===== config.mk =====
export PLATFORM = sky130hd
export DESIGN_NAME = ecp_fwd_framer
export DESIGN_NICKNAME = d
export VERILOG_FILES = /design/src/rtl/ecp_fwd_pkg.sv /design/src/rtl/ecp_byte_fifo.sv /design/src/rtl/ecp_order_fifo.sv /design/src/rtl/ecp_cmd_screen.sv /design/src/rtl/ecp_fwd_framer.sv
export SDC_FILE = /design/constraint.sdc
export NUM_CORES = 1
export LEC_CHECK = 0
export BUFFER_PORTS_ARGS = -buffer_cell sky130_fd_sc_hd__clkbuf_2
export CAP_MARGIN = 20
export CELL_PAD_IN_SITES_DETAIL_PLACEMENT = 1
export CELL_PAD_IN_SITES_GLOBAL_PLACEMENT = 1
export CORE_UTILIZATION = 46
export CTS_CLUSTER_DIAMETER = 50
export DETAILED_ROUTE_END_ITERATION = 6
export PLACE_DENSITY = 0.79
export SYNTH_ARGS = -nofsm -noshare
export SYNTH_HDL_FRONTEND = slang
export SYNTH_SLANG_ARGS = --single-unit

===== constraint.sdc =====
create_clock -name clk -period 3.2 [get_ports clk]
set_input_delay 0.64 -clock clk [delete_from_list [all_inputs] [get_ports clk]]
set_output_delay 0.64 -clock clk [all_outputs]
set_load 0.005 [all_outputs]

===== src/rtl/ecp_fwd_pkg.sv =====
package ecp_fwd_pkg;
   localparam logic [2:0] MODE_EXT_CAP = 3'b011;

   typedef enum logic {
      TAG_CMD  = 1'b0,
      TAG_DATA = 1'b1
   } byte_tag_e;
endpackage


===== src/rtl/ecp_byte_fifo.sv =====
module ecp_byte_fifo #(
   parameter int WIDTH = 8,
   parameter int DEPTH = 8
) (
   input  logic             clk,
   input  logic             rst_n,
   input  logic             push,
   input  logic [WIDTH-1:0] wr_data,
   input  logic             pop,
   output logic [WIDTH-1:0] rd_data,
   output logic             empty,
   output logic             full
);
   localparam int AW = (DEPTH > 1) ? $clog2(DEPTH) : 1;
   localparam int CW = $clog2(DEPTH + 1);
   localparam bit POW2 = ((DEPTH & (DEPTH - 1)) == 0);

   if (DEPTH < 2) begin : g_bad_depth
      $error("ecp_byte_fifo: DEPTH must be at least 2");
   end
   if (WIDTH < 1) begin : g_bad_width
      $error("ecp_byte_fifo: WIDTH must be positive");
   end

   logic [WIDTH-1:0] mem [DEPTH];
   logic [AW-1:0]    wr_ptr, rd_ptr, wr_nxt, rd_nxt;
   logic [CW-1:0]    cnt;

   if (POW2) begin : g_wrap_pow2
      assign wr_nxt = wr_ptr + AW'(1);
      assign rd_nxt = rd_ptr + AW'(1);
   end else begin : g_wrap_cmp
      assign wr_nxt = (wr_ptr == AW'(DEPTH - 1)) ? '0 : wr_ptr + AW'(1);
      assign rd_nxt = (rd_ptr == AW'(DEPTH - 1)) ? '0 : rd_ptr + AW'(1);
   end

   always_ff @(posedge clk) begin
      if (push) mem[wr_ptr] <= wr_data;
   end

   always_ff @(posedge clk or negedge rst_n) begin
      if (!rst_n) begin
         wr_ptr <= '0;
         rd_ptr <= '0;
         cnt    <= '0;
      end else begin
         if (push) wr_ptr <= wr_nxt;
         if (pop)  rd_ptr <= rd_nxt;
         case ({push, pop})
            2'b10:   cnt <= cnt + CW'(1);
            2'b01:   cnt <= cnt - CW'(1);
            default: cnt <= cnt;
         endcase
      end
   end

   assign rd_data = mem[rd_ptr];
   assign empty   = (cnt == '0);
   assign full    = (cnt == CW'(DEPTH));

   AST_NO_OVERFLOW:  assert property (@(posedge clk) disable iff (!rst_n) !(push && full && !pop));
   AST_NO_UNDERFLOW: assert property (@(posedge clk) disable iff (!rst_n) !(pop && empty));
endmodule


===== src/rtl/ecp_order_fifo.sv =====
module ecp_order_fifo #(
   parameter int DEPTH = 16
) (
   input  logic clk,
   input  logic rst_n,
   input  logic push_cmd,
   input  logic push_dat,
   input  logic pop,
   output logic head_is_data,
   output logic empty
);
   import ecp_fwd_pkg::*;

   localparam int AW = (DEPTH > 1) ? $clog2(DEPTH) : 1;
   localparam int CW = $clog2(DEPTH + 1);

   if (DEPTH < 2) begin : g_bad_depth
      $error("ecp_order_fifo: DEPTH must be at least 2");
   end

   logic [DEPTH-1:0] tags;
   logic [AW-1:0]    wr_ptr, rd_ptr, wr_p1, wr_p2, rd_p1;
   logic [CW-1:0]    cnt, cnt_nxt;
   logic [1:0]       n_push;

   function automatic logic [AW-1:0] step(input logic [AW-1:0] p);
      logic [AW:0] s;
      s = {1'b0, p} + (AW+1)'(1);
      if (s >= (AW+1)'(DEPTH)) s = s - (AW+1)'(DEPTH);
      return s[AW-1:0];
   endfunction

   assign wr_p1  = step(wr_ptr);
   assign wr_p2  = step(wr_p1);
   assign rd_p1  = step(rd_ptr);
   assign n_push = {1'b0, push_cmd} + {1'b0, push_dat};
   assign cnt_nxt = cnt + CW'(n_push) - CW'(pop);

   // Command goes in first when both arrive together.
   always_ff @(posedge clk) begin
      if (push_cmd) tags[wr_ptr] <= TAG_CMD;
      if (push_dat) tags[push_cmd ? wr_p1 : wr_ptr] <= TAG_DATA;
   end

   always_ff @(posedge clk or negedge rst_n) begin
      if (!rst_n) begin
         wr_ptr <= '0;
         rd_ptr <= '0;
         cnt    <= '0;
      end else begin
         case (n_push)
            2'd2:    wr_ptr <= wr_p2;
            2'd1:    wr_ptr <= wr_p1;
            default: wr_ptr <= wr_ptr;
         endcase
         if (pop) rd_ptr <= rd_p1;
         cnt <= cnt_nxt;
      end
   end

   assign head_is_data = tags[rd_ptr];
   assign empty        = (cnt == '0);

   AST_ORD_ROOM:   assert property (@(posedge clk) disable iff (!rst_n) ({1'b0, cnt} + {{CW{1'b0}}, 1'b0} + (CW+1)'(n_push)) <= (CW+1)'(DEPTH) + (CW+1)'(pop));
   AST_ORD_NO_UFL: assert property (@(posedge clk) disable iff (!rst_n) !(pop && empty));
endmodule


===== src/rtl/ecp_cmd_screen.sv =====
module ecp_cmd_screen (
   input  logic       clk,
   input  logic       rst_n,
   input  logic [2:0] mode,
   input  logic       cmd_wr,
   input  logic [7:0] cmd_byte,
   input  logic       q_full,
   output logic       cmd_push,
   output logic       cmd_drop_full,
   output logic       rle_reject
);
   import ecp_fwd_pkg::*;

   logic is_rle, rle_ok, legal;

   assign is_rle = ~cmd_byte[7];
   assign rle_ok = (mode == MODE_EXT_CAP);
   assign legal  = !is_rle || rle_ok;

   assign cmd_push      = cmd_wr && legal && !q_full;
   assign cmd_drop_full = cmd_wr && legal && q_full;

   always_ff @(posedge clk or negedge rst_n) begin
      if (!rst_n) rle_reject <= 1'b0;
      else        rle_reject <= cmd_wr && !legal;
   end

   AST_RLE_REFUSED: assert property (@(posedge clk) disable iff (!rst_n) (cmd_wr && !cmd_byte[7] && mode != MODE_EXT_CAP) |=> rle_reject);
   AST_CHAN_ANY:    assert property (@(posedge clk) disable iff (!rst_n) (cmd_wr && cmd_byte[7] && !q_full) |-> cmd_push);
endmodule


===== src/rtl/ecp_fwd_framer.sv =====
module ecp_fwd_framer #(
   parameter int CMD_DEPTH = 8,
   parameter int DAT_DEPTH = 8
) (
   input  logic       clk,
   input  logic       rst_n,
   input  logic [2:0] mode,
   input  logic       cmd_wr,
   input  logic [7:0] cmd_byte,
   input  logic       dat_wr,
   input  logic [7:0] dat_byte,
   output logic       cmd_full,
   output logic       dat_full,
   output logic       overflow,
   output logic       rle_reject,
   output logic       out_valid,
   output logic [7:0] out_byte,
   output logic       out_is_data,
   output logic       out_chan,
   input  logic       out_ready
);
   localparam int ORD_DEPTH = CMD_DEPTH + DAT_DEPTH;

   logic       cmd_push, cmd_drop_full, dat_push, dat_drop;
   logic       cmd_pop, dat_pop, handshake;
   logic       cmd_empty, dat_empty, ord_empty, head_is_data;
   logic [7:0] cmd_head, dat_head;
   logic       ovf_q;

   ecp_cmd_screen i_screen (
      .clk           (clk),
      .rst_n         (rst_n),
      .mode          (mode),
      .cmd_wr        (cmd_wr),
      .cmd_byte      (cmd_byte),
      .q_full        (cmd_full),
      .cmd_push      (cmd_push),
      .cmd_drop_full (cmd_drop_full),
      .rle_reject    (rle_reject)
   );

   assign dat_push = dat_wr && !dat_full;
   assign dat_drop = dat_wr && dat_full;

   ecp_byte_fifo #(.WIDTH(8), .DEPTH(CMD_DEPTH)) i_cmd_q (
      .clk     (clk),
      .rst_n   (rst_n),
      .push    (cmd_push),
      .wr_data (cmd_byte),
      .pop     (cmd_pop),
      .rd_data (cmd_head),
      .empty   (cmd_empty),
      .full    (cmd_full)
   );

   ecp_byte_fifo #(.WIDTH(8), .DEPTH(DAT_DEPTH)) i_dat_q (
      .clk     (clk),
      .rst_n   (rst_n),
      .push    (dat_push),
      .wr_data (dat_byte),
      .pop     (dat_pop),
      .rd_data (dat_head),
      .empty   (dat_empty),
      .full    (dat_full)
   );

   ecp_order_fifo #(.DEPTH(ORD_DEPTH)) i_order (
      .clk          (clk),
      .rst_n        (rst_n),
      .push_cmd     (cmd_push),
      .push_dat     (dat_push),
      .pop          (handshake),
      .head_is_data (head_is_data),
      .empty        (ord_empty)
   );

   assign out_valid   = !ord_empty;
   assign out_is_data = head_is_data;
   assign out_byte    = head_is_data ? dat_head : cmd_head;
   assign out_chan    = out_valid && !head_is_data && cmd_head[7];
   assign handshake   = out_valid && out_ready;
   assign cmd_pop     = handshake && !head_is_data;
   assign dat_pop     = handshake && head_is_data;

   always_ff @(posedge clk or negedge rst_n) begin
      if (!rst_n) ovf_q <= 1'b0;
      else        ovf_q <= ovf_q | cmd_drop_full | dat_drop;
   end
   assign overflow = ovf_q;

   AST_TAG_CMD:    assert property (@(posedge clk) disable iff (!rst_n) (out_valid && !out_is_data) |-> !cmd_empty);
   AST_TAG_DATA:   assert property (@(posedge clk) disable iff (!rst_n) (out_valid && out_is_data) |-> !dat_empty);
   AST_HOLD:       assert property (@(posedge clk) disable iff (!rst_n) (out_valid && !out_ready) |=> (out_valid && $stable(out_byte) && $stable(out_is_data) && $stable(out_chan)));
   AST_OVF_STICKY: assert property (@(posedge clk) disable iff (!rst_n) overflow |=> overflow);
   AST_OVF_SET:    assert property (@(posedge clk) disable iff (!rst_n) (dat_wr && dat_full) |=> overflow);
   AST_IDLE:       assert property (@(posedge clk) disable iff (!rst_n) (cmd_empty && dat_empty) |-> !out_valid);
endmodule


==> results.md <==
* Sequential area share after synthesis at approximately 64%
* Register area at between 5000 and 6000 µm²
* Number of synthesized flops with an enable pin at approximately 130
* Largest cells by area after synthesis: edfxtp_1 49%, dfrtp_1 11%, mux4_2 9.7%
* Most common cell after layout, fill and taps aside: edfxtp_1
* Psw at 3.365 mW
* Port Buffer Count at 38
* H-tree level count at 4
* Tightest Pin Transition at 0.9561 ns
* Cell internal pwr at about 5.9 mW
* DIE WIDTH at around 130 µm
* Comb power frac at 38.9%
* HP Class: input pin to asynchronous set/reset pin
* Site Rows at 47
* CP Launch Point: i_order.rd_ptr[0]
* Final WL at between 15 and 20 mm
* Final Hold Viols at 0
* GRT Total Usage at about 22%
* Share of layout cells above drive strength 1 at about a quarter
* FMAX at between 300 and 400 MHz
* Top FF cell, synth: edfxtp_1
* Sequential cell fraction of total power at between 30% and 40%
* Routed vias at 4615
* Initial core utilization at a little under half
* Area of the multi-input gates at 2626 µm²
* Worst slack, placed at 0.02524 ns
* Endpoint class of the critical path: primary output
* Setup TNS at 0 ns
* Grt ovf at 0
* TritonCTS buffer count at 17
* Bufs and invs on worst path at 2
* I/O pin cnt at 39
* Final cycle utilization of the critical path at between 90% and 100%
* Synth cell types at 51
* Final setup viols at 0
* Die Y at ~130 µm
* Startpoint types: register
* DRC Markers at 0
* Peak per-stage delay on the critical path at 0.53 ns
* Final Util at a little over half
* Syn_area_per_cell at about 15 µm²
* Clock skew at roughly 0.010 ns
* Syn Inst Count at 513
* Post-synthesis cell type with the largest combined area: edfxtp_1
* Post-synth top area share at 48.86%
* Die footprint at between 15000 and 20000 µm²
* Cell area after synthesis at between 7000 and 8000 µm²
* Ant. Diodes at 0
* Number of fill cells at approximately 1600
* CTS tree: done
* Routability congestion estimate at 0.8130
* HPWL after DPL at roughly 13 mm
* Worst EP required at 2.56 ns
* First-pass DRT Iterations at 4
* Outcome: completed
* Min cycle time layout at a little over 3 ns
* Critical path class: register to primary output
* Worst path arrival time at approximately 2.4 ns
* Area grow syn2layout at 14.90%
* Maxcap violations at 0
* Synth Warn # at 0
* Vias in the first global route at 4998
* Critical-path cell list: mux4_2 -> nor2_1 -> a211oi_4 -> nor2_4 -> buf_12 -> mux2i_1 -> clkbuf_2
* Slowest CP cell: mux4_2
* PD cells at around 1000 nW/µm²
* Top Family by Delay on Critical Path: multiplexers
* Maximum vdd drop at ~0.0005 V
* Nets at ~630
* RSZ-0062 raised after global routing: no
* Core area at approximately 17000 µm²
* Most frequent cells in the layout: 128 x edfxtp_1, 39 x nand2_1, 38 x clkbuf_2
* Largest net degree at the start of global routing at 36
* Maximum clock insertion buffer count at 2
* Drt initial violations at 226
* R2R Path Start: i_order.rd_ptr[0]
* First-pass GRT wire length at about 28 mm
* Routed Antenna Nets at 0
* Slew headroom at 36.26%
* Leak at approximately 3.4 nW
* Root Buffer: clkbuf_16
* Mapped Nets at approximately 560
* Yosys reg bits at between 150 and 200
* Mean number of vias per cell at about 5.7
* Clock sinks at between 150 and 200
* Max Slew Vio Count at 0
* Worst-path fanout max at 9
* Clk slew on worst S/H paths at roughly 0.07 ns
* Ys async rst share at 19.55%
* Setup ws final at ~0.13 ns
* Sw Share at between 30% and 40%
* Worst-Skew Late Latency at 0.42 ns
* DR WL/cell at 22.41 µm
* Initial antenna violation count at 0
* Clk pwr share at about a fifth
[stage by stage]
| step | total power [mW] | hold WS [ns] | cell area (µm²) | cells |
|---|---|---|---|---|
| 2_1_floorplan | 5.958 | 0.3444 | 7866 | 513 |
| 3_3_place_gp | 6.869 | 0.4522 | 8436 | 775 |
| 3_5_place_dp | 7.210 | 0.4647 | 8436 | 775 |
| 4_1_cts | 9.316 | 0.3780 | 9024 | 808 |
| 5_1_grt | 9.774 | 0.4337 | 9039 | 808 |
| 6_report | 9.226 | 0.3471 | 9039 | 808 |
[layer usage]
metal / vias to the layer above / global-route usage, % / share of wire (%)
li1: 2061 / - / -
met1: 2438 / 26.33 / 41
met2: 94 / 39.42 / 53
met3: 22 / 4.866 / 3.6
met4: 0 / 7.791 / 2.3
met5: - / 0 / 0
[flip-flops by register name (all words and copies together) (netlist names)]
signal / cells
i_cmd_q.cnt: 4
i_cmd_q.mem: 64
i_dat_q.cnt: 4
i_order.wr_ptr: 4
i_screen.rle_reject: 1
i_dat_q.mem: 64
i_cmd_q.wr_ptr: 3
i_dat_q.wr_ptr: 3
i_order.tags: 16
i_order.rd_ptr: 4
i_dat_q.rd_ptr: 3
i_order.cnt: 5
overflow: 1
i_cmd_q.rd_ptr: 3
[Yosys cell counts, types with 6 or more instances]
cell and instances:
xor2_1 7, nand2_1 39, ha_1 24, xnor2_1 20, edfxtp_1 128, dfrtp_1 35
dfxtp_1 16, buf_2 6, clkbuf_1 10, mux2i_1 29, o21ai_0 34, nor2_1 9
a21oi_1 10, nor3_1 7, inv_1 30, mux4_2 34
[path summary, 6_finish.rpt]
check	slack (ns)	cells past startpoint	end
min reg2reg	0.48	2	i_order.tags[6]
max	0.13	7	out_byte[1]
max in group asynchronous	2.19	1	i_order.rd_ptr[0]
min in group clk	0.46	3	overflow
max reg2reg	0.16	11	i_dat_q.cnt[3]
min	0.35	1	i_cmd_q.cnt[2]
[cell families after synthesis]
| kind of cell | count (synthesis) | share of synthesized area (%) |
|---|---|---|
| AO/OA/AOI/OAI | 71 | 5.472 |
| multiplexers | 68 | 14.17 |
| buffers and inverters | 54 | 2.927 |
| XOR/XNOR | 27 | 3.006 |
| AND/OR/NAND/NOR | 87 | 5.774 |
| flip-flops | 179 | 64.07 |
| adder cells (fa/ha/maj) | 27 | 4.581 |
[area by class of cell]
cell class	count	area share, %
clock buffers	18	4.748
clock inverters	14	1.426
inverters	32	1.467
multi-input cells	280	29.06
flip-flops and latches	179	55.77
well taps	220	3.045
repair buffers	65	4.485
[power groups by stage]
stage / clock (mW) / sequential (mW) / combinational [mW]
after floorplan: 0 / 3.28 / 2.68
after global placement: 0 / 3.62 / 3.25
after detailed placement: 0 / 3.70 / 3.51
after CTS: 2.01 / 3.66 / 3.64
after global routing: 2.08 / 3.73 / 3.96
final: 1.98 / 3.66 / 3.59
[repair_timing]
action	CTS	global route
endpoints found under the hold margin	0	0
hold buffers	0	0
buffers inserted	1	0
pin swaps	1	0
resized for setup	2	3
endpoints found under the setup margin	10	7
cloned	0	0
No activity file was read; power rests on OpenSTA's default activity.
